`src/rtl/vecack_pkg.sv`:
```
package vecack_pkg;
  localparam int NUM_VEC_DEF = 256;
  localparam int CLASS_W_DEF = 4;
  localparam int SPUR_VEC_DEF = 15;

  typedef enum logic [1:0] {
    REG_ACK = 2'd0,
    REG_EOI = 2'd1,
    REG_TPR = 2'd2,
    REG_RSV = 2'd3
  } regSel_e;

  typedef struct packed {
    logic ackTake;
    logic eoiDo;
  } ctlStrobe_t;
endpackage

```
`src/rtl/vecack_datapath.sv`:
```
module vecack_datapath
  import vecack_pkg::*;
#(
  parameter int NUM_VEC = NUM_VEC_DEF,
  parameter int CLASS_W = CLASS_W_DEF,
  localparam int VEC_W = $clog2(NUM_VEC),
  localparam int SUB_W = VEC_W - CLASS_W
) (
  input  logic               clk,
  input  logic               rstN,
  input  logic [NUM_VEC-1:0] reqIn,
  input  ctlStrobe_t         strobe,
  input  logic [CLASS_W-1:0] tprClass,
  output logic [VEC_W-1:0]   bestVec,
  output logic               bestValid,
  output logic               svcAny,
  output logic [NUM_VEC-1:0] svcVec
);
  logic [NUM_VEC-1:0] reqPrev;
  logic [NUM_VEC-1:0] pendVec;
  logic [NUM_VEC-1:0] risingEdge;
  logic [NUM_VEC-1:0] eligible;
  logic [VEC_W:0]     svcTop;
  logic [VEC_W:0]     bestTop;
  logic [CLASS_W-1:0] svcClass;
  logic [CLASS_W-1:0] floorClass;
  logic [NUM_VEC-1:0] ackMask;
  logic [NUM_VEC-1:0] eoiMask;

  function automatic logic [VEC_W:0] topIndex(input logic [NUM_VEC-1:0] bits);
    logic [VEC_W:0] found;
    found = '0;
    for (int i = 0; i < NUM_VEC; i++) begin
      if (bits[i]) found = {1'b1, VEC_W'(i)};
    end
    return found;
  endfunction

  assign risingEdge = reqIn & ~reqPrev;

  assign svcTop   = topIndex(svcVec);
  assign svcAny   = svcTop[VEC_W];
  assign svcClass = svcTop[VEC_W-1:SUB_W];

  always_comb begin
    floorClass = tprClass;
    if (svcAny && (svcClass > tprClass)) floorClass = svcClass;
  end

  for (genvar g = 0; g < NUM_VEC; g++) begin : g_elig
    localparam logic [CLASS_W-1:0] G_CLASS = CLASS_W'(g >> SUB_W);
    assign eligible[g] = pendVec[g] && (G_CLASS > floorClass);
  end

  assign bestTop   = topIndex(eligible);
  assign bestValid = bestTop[VEC_W];
  assign bestVec   = bestTop[VEC_W-1:0];

  always_comb begin
    ackMask = '0;
    eoiMask = '0;
    if (strobe.ackTake && bestValid) ackMask[bestVec] = 1'b1;
    if (strobe.eoiDo && svcAny) eoiMask[svcTop[VEC_W-1:0]] = 1'b1;
  end

  always_ff @(posedge clk or negedge rstN) begin
    if (!rstN) begin
      reqPrev <= '0;
      pendVec <= '0;
      svcVec  <= '0;
    end else begin
      reqPrev <= reqIn;
      pendVec <= (pendVec & ~ackMask) | risingEdge;
      svcVec  <= (svcVec & ~eoiMask) | ackMask;
    end
  end
endmodule

```
`src/rtl/vecack_ctrl.sv`:
```
module vecack_ctrl
  import vecack_pkg::*;
#(
  parameter int VEC_W    = 8,
  parameter int CLASS_W  = CLASS_W_DEF,
  parameter int SPUR_VEC = SPUR_VEC_DEF
) (
  input  logic               clk,
  input  logic               rstN,
  input  logic               regWrEn,
  input  logic               regRdEn,
  input  logic [1:0]         regAddr,
  input  logic [VEC_W-1:0]   regWrData,
  input  logic [VEC_W-1:0]   bestVec,
  input  logic               bestValid,
  input  logic               svcAny,
  input  logic               globalEn,
  output ctlStrobe_t         strobe,
  output logic [CLASS_W-1:0] tprClass,
  output logic [VEC_W-1:0]   regRdData,
  output logic               irqOut
);
  localparam logic [VEC_W-1:0] SPUR = VEC_W'(SPUR_VEC);

  regSel_e sel;
  logic    rdGo;
  logic    wrGo;
  logic [VEC_W-1:0] rdNext;

  assign sel  = regSel_e'(regAddr);
  assign wrGo = regWrEn;
  assign rdGo = regRdEn && !regWrEn;

  always_comb begin
    strobe.ackTake = rdGo && (sel == REG_ACK) && bestValid;
    strobe.eoiDo   = wrGo && (sel == REG_EOI) && svcAny;
  end

  always_comb begin
    unique case (sel)
      REG_ACK: rdNext = bestValid ? bestVec : SPUR;
      REG_TPR: rdNext = VEC_W'(tprClass);
      default: rdNext = '0;
    endcase
  end

  always_ff @(posedge clk or negedge rstN) begin
    if (!rstN) begin
      tprClass  <= '0;
      regRdData <= '0;
      irqOut    <= 1'b0;
    end else begin
      if (wrGo && (sel == REG_TPR)) tprClass <= regWrData[CLASS_W-1:0];
      if (rdGo) regRdData <= rdNext;
      irqOut <= bestValid && globalEn;
    end
  end
endmodule

```
`src/rtl/vecack_top.sv`:
```
module vecack_top
  import vecack_pkg::*;
#(
  parameter int NUM_VEC  = NUM_VEC_DEF,
  parameter int CLASS_W  = CLASS_W_DEF,
  parameter int SPUR_VEC = SPUR_VEC_DEF,
  localparam int VEC_W   = $clog2(NUM_VEC)
) (
  input  logic               clk,
  input  logic               rstN,
  input  logic [NUM_VEC-1:0] reqIn,
  input  logic               globalEn,
  input  logic               regWrEn,
  input  logic               regRdEn,
  input  logic [1:0]         regAddr,
  input  logic [VEC_W-1:0]   regWrData,
  output logic [VEC_W-1:0]   regRdData,
  output logic               irqOut
);
  ctlStrobe_t         strobe;
  logic [CLASS_W-1:0] tprClass;
  logic [VEC_W-1:0]   bestVec;
  logic               bestValid;
  logic               svcAny;
  logic [NUM_VEC-1:0] svcVec;

  vecack_datapath #(.NUM_VEC(NUM_VEC), .CLASS_W(CLASS_W)) u_dp (
    .clk(clk), .rstN(rstN), .reqIn(reqIn), .strobe(strobe), .tprClass(tprClass),
    .bestVec(bestVec), .bestValid(bestValid), .svcAny(svcAny), .svcVec(svcVec)
  );

  vecack_ctrl #(.VEC_W(VEC_W), .CLASS_W(CLASS_W), .SPUR_VEC(SPUR_VEC)) u_ctrl (
    .clk(clk), .rstN(rstN), .regWrEn(regWrEn), .regRdEn(regRdEn), .regAddr(regAddr),
    .regWrData(regWrData), .bestVec(bestVec), .bestValid(bestValid), .svcAny(svcAny),
    .globalEn(globalEn), .strobe(strobe), .tprClass(tprClass), .regRdData(regRdData),
    .irqOut(irqOut)
  );
endmodule

```
`config.mk`:
```
export PLATFORM = sky130hd
export DESIGN_NAME = vecack_top
export DESIGN_NICKNAME = d
export VERILOG_FILES = /design/src/rtl/vecack_pkg.sv /design/src/rtl/vecack_datapath.sv /design/src/rtl/vecack_ctrl.sv /design/src/rtl/vecack_top.sv
export SDC_FILE = /design/constraint.sdc
export NUM_CORES = 2
export LEC_CHECK = 0
export BUFFER_PORTS_ARGS = -buffer_cell sky130_fd_sc_hd__buf_2
export CORE_MARGIN = 2
export CORE_UTILIZATION = 35
export CTS_BUF_LIST = sky130_fd_sc_hd__clkbuf_2
export DETAILED_ROUTE_END_ITERATION = 12
export GPL_TIMING_DRIVEN = 0
export MAX_ROUTING_LAYER = met4
export SLEW_MARGIN = 10
export SYNTH_ARGS = -nofsm -noshare
export SYNTH_HDL_FRONTEND = slang
export SYNTH_HIERARCHICAL = 1
export SYNTH_SLANG_ARGS = --single-unit
```
`constraint.sdc`:
```
create_clock -name clk -period 8.2 [get_ports clk]
set_input_delay 0.41 -clock clk [delete_from_list [all_inputs] [get_ports clk]]
set_output_delay 0.41 -clock clk [all_outputs]
set_load 0.03 [all_outputs]
```
==> summary.md <==
| Metric | Value |
|---|---|
| Status | complete, but fails checks |
| Failing checks | setup timing |
| Syn_nets | 4030 |
| Inserted Clock Buffers | 194 |
| Avg Cell Area, Syn | 9.41 um^2 |
| Non-filler cells, final | 6195 |
| Post-synth EDFFs | 0 |
| Period minus WS final | 8250 ps |
| Port bufs | 259 |
| Top cell type's share of synthesized area | 53.0% |
| Clk slew on worst S/H paths | 110 ps |
| Register bit total from synthesis | 749 |
| H-tree levels | 4 |
| Die Span X | 322 um |
| Final Max Tran Viols | 0 |
| Critical Path Max Stage Delay | 640 ps |
| CP dominant cell by count | nand2_1 |
| Skew final | 154 ps |
| Ranking of synthesized cells by area | dfrtp_1 53%, o21ai_0 7.7%, inv_1 3.8% |
| Synth Cell Area | 35400 um^2 |
| CP Class | reg2reg |
| Synth area leader | dfrtp_1 |
| Final Util | 46.0% |
| RSZ-0062 raised after global routing | true |
| Worst EP arrival | 9640 ps |
| Final ANT Viol Nets | 0 |
| Ports | 280 |
| # DRC | 0 |
| DR WL/cell | 27.1 um |
| DRT Pass-1 Iters | 7 |
| Syn-to-layout area delta | 30.3% |
| Main synth FF type | dfrtp_1 |
| Buf/Inv on CP | 6 |
| Relative slew slack | 2.12% |
| First-pass GRT wire length | 243000 um |
| Routed vias | 37100 |
| Synth cell types | 94 |
| Largest net degree at the start of global routing | 111 |
| Fin. Hold Viols | 0 |
| Proportion of layout cells with a drive suffix above 1 | 16.1% |
| Synthesized instance count | 3755 |
| Antenna violations before repair | 9 |
| Routability Congestion | 1.03 |
| Max frequency | 121 MHz |
| Fillers | 9620 |
| Sink Count | 749 |
| Sequential area share after synthesis | 53.0% |
| Worst Tran Pin Value | 1470 ps |
| Clock tree from TritonCTS | done |
| Starting Density | 35.3% |
| Number of global-route vias before repair | 36900 |
| CP top delay family | simple AND/OR/NAND/NOR gates |
| Async set-or-reset flop fraction in the synthesized netlist | 100% |
| Final WS setup | -52.2 ps |
| CP startpoint kind | flip-flop |
| Tcrit/Tclk final | 101% |
| Worst min path class | in2reg |
| Placed cell count | 5323 |
| Yosys warnings | 6 |
| Slowest stage cell, crit path | or4b_1 |
| Initial drt markers | 4567 |
| Gr usage total | 33.0% |
| Hold slack | 119 ps |
| Worst-path cell chain | nor4_4 > and4_1 > clkbuf_1 > nand2_1 > nor2_1 > inv_1 > ha_1 > a21oi_1 > o21ai_1 > nand2_1 > clkbuf_2 > o2bb2ai_2 > buf_2 > nand2_1 > nand2_1 > o221ai_1 > or4b_1 > o211a_1 > a211oi_4 > buf_8 > buf_2 > nand3_1 > a22o_1 |
| Nets | 5036 |
| Max Buffers Root-to-Sink | 3 |
| Crit path capture type | flip-flop |
| Clock Latency Late Sink | 1560 ps |
| Root Buffer | clkbuf_2 |
| Post-DR vias/cell | 5.99 |
| Site Rows | 116 |
| Die height | 322 um |
| Crit-path max FO | 10 |
| Dpl hpwl | 118000 um |
| Final setup fails | 1 |
| Core ar. | 100000 um^2 |
| Drt total wl | 168000 um |
| Dpl ws | -1920 ps |
| Critical Path RT | 9590 ps |
| Maxcap violations | 0 |
| Die footprint | 104000 um^2 |
| Gr ovfl total | 0 |
layout by cell type, fill, tap and decap left out, drive strengths merged, types with 30 or more instances in the layout:
master       synthesis  layout
o21ai              593     593
nand4               47      47
a22o               104     104
dlygate4sd3          0     533
o211ai              34      34
o31ai              166     166
a21oi              140     140
o22ai               49      49
nor2               240     240
dfrtp              749     749
and3                30      30
nand3              143     143
clkinv               0      46
a211oi              33      33
nand2              246     246
clkbuf              78     342
nor3               127     127
nor4               155     155
inv                365     373
or2                 38      38
nand2b              30      30
buf                 67     345
timing repair:
| action | CTS | global route |
|---|---|---|
| pin swaps | 4 | 3 |
| gates cloned | 0 | 0 |
| setup endpoints to repair | 480 | 471 |
| buffers inserted | 8 | 1 |
| endpoints found under the hold margin | 1251 | 0 |
| hold buffers | 534 | 0 |
| gates resized for setup | 39 | 48 |
per-stage QoR:
step | setup TNS (ps) | cell area (um^2)
6_report | -52.2 | 46100
3_3_place_gp | -7490360 | 38300
3_5_place_dp | -471460 | 38600
4_1_cts | 0 | 45900
2_1_floorplan | 0 | 35400
5_1_grt | -37.9 | 46100
routing by layer:
| metal | GRT usage (%) | share of wire (%) |
|---|---|---|
| met1 | 41.2 | 39 |
| met3 | 7.99 | 11 |
| met4 | 19.2 | 6.5 |
| met5 | - | 0 |
| met2 | 48.9 | 44 |
cell usage after synthesis (7+ instances only):
cell type / n
and2_1: 16
o2111ai_1: 9
o31a_1: 9
or2_2: 37
a21o_1: 11
a211oi_1: 28
dfrtp_1: 749
a21oi_1: 138
nor2_1: 239
or3_1: 11
a22o_1: 104
o31ai_1: 165
nand4_1: 47
nand2_1: 246
nand2b_1: 28
and4_1: 14
buf_1: 7
nand3_1: 140
nor3_1: 123
o211ai_1: 34
nor4_2: 15
o41ai_1: 8
o21a_1: 28
nand3b_1: 16
o21bai_1: 13
o21ai_1: 49
clkbuf_1: 78
o221ai_1: 7
nor2b_1: 10
and3_1: 30
a21boi_0: 7
buf_2: 52
a221oi_1: 7
o22ai_1: 49
a2111oi_0: 13
or4_1: 19
o21ai_0: 543
inv_1: 362
a31oi_1: 23
nor4_1: 138
final timing paths:
kind	from	endpoint	slack (ps)	depth (start not counted)
min in group asynchronous	rstN	u_dp/pendVec[144]	510	5
worst max-delay path	u_dp/svcVec[248]	u_dp/pendVec[122]	-50	23
worst min register to register	u_dp/reqPrev[205]	u_dp/pendVec[205]	360	1
worst max register to register	u_dp/svcVec[248]	u_dp/pendVec[122]	-50	23
worst min-delay path	reqIn[241]	u_dp/reqPrev[241]	120	3
max in group asynchronous	rstN	u_dp/pendVec[32]	5760	8
flip-flops by register name, indices dropped and copies added (netlist names):
| register | flops |
|---|---|
| u_dp/svcVec | 256 |
| u_dp/pendVec | 240 |
| u_dp/reqPrev | 240 |
| u_ctrl/tprClass | 4 |
| u_ctrl/regRdData | 8 |
| u_ctrl/irqOut | 1 |
cell families after synthesis:
| family | share of synthesized area (%) |
|---|---|
| muxes | 0.170 |
| and+or+nand+nor | 17.1 |
| AOI/OAI and AO/OA | 23.8 |
| adders and majority gates | 0.142 |
| DFF | 53.0 |
| buffers and inverters | 5.74 |
tightest hold or removal path, stage by stage:
cell	delay (ps)
dlygate4sd3_1	540
buf_2	100
dlygate4sd3_1	560
final cells by class:
cell class	count	area [um^2]	area share, %
Antenna cell	7	17.5	0.0380
Buffer	142	681	1.48
Clock buffer	265	1330	2.88
Clock inverter	60	389	0.845
Inverter	365	1370	2.97
Multi-Input combinational cell	2496	14900	32.4
Sequential cell	749	18700	40.7
Tap cell	1298	1620	3.53
Timing Repair Buffer	813	6990	15.2
Power is left out: the tool's default activity adds up to more than one toggle a clock period on the data nets, which glitch-free logic cannot reach.
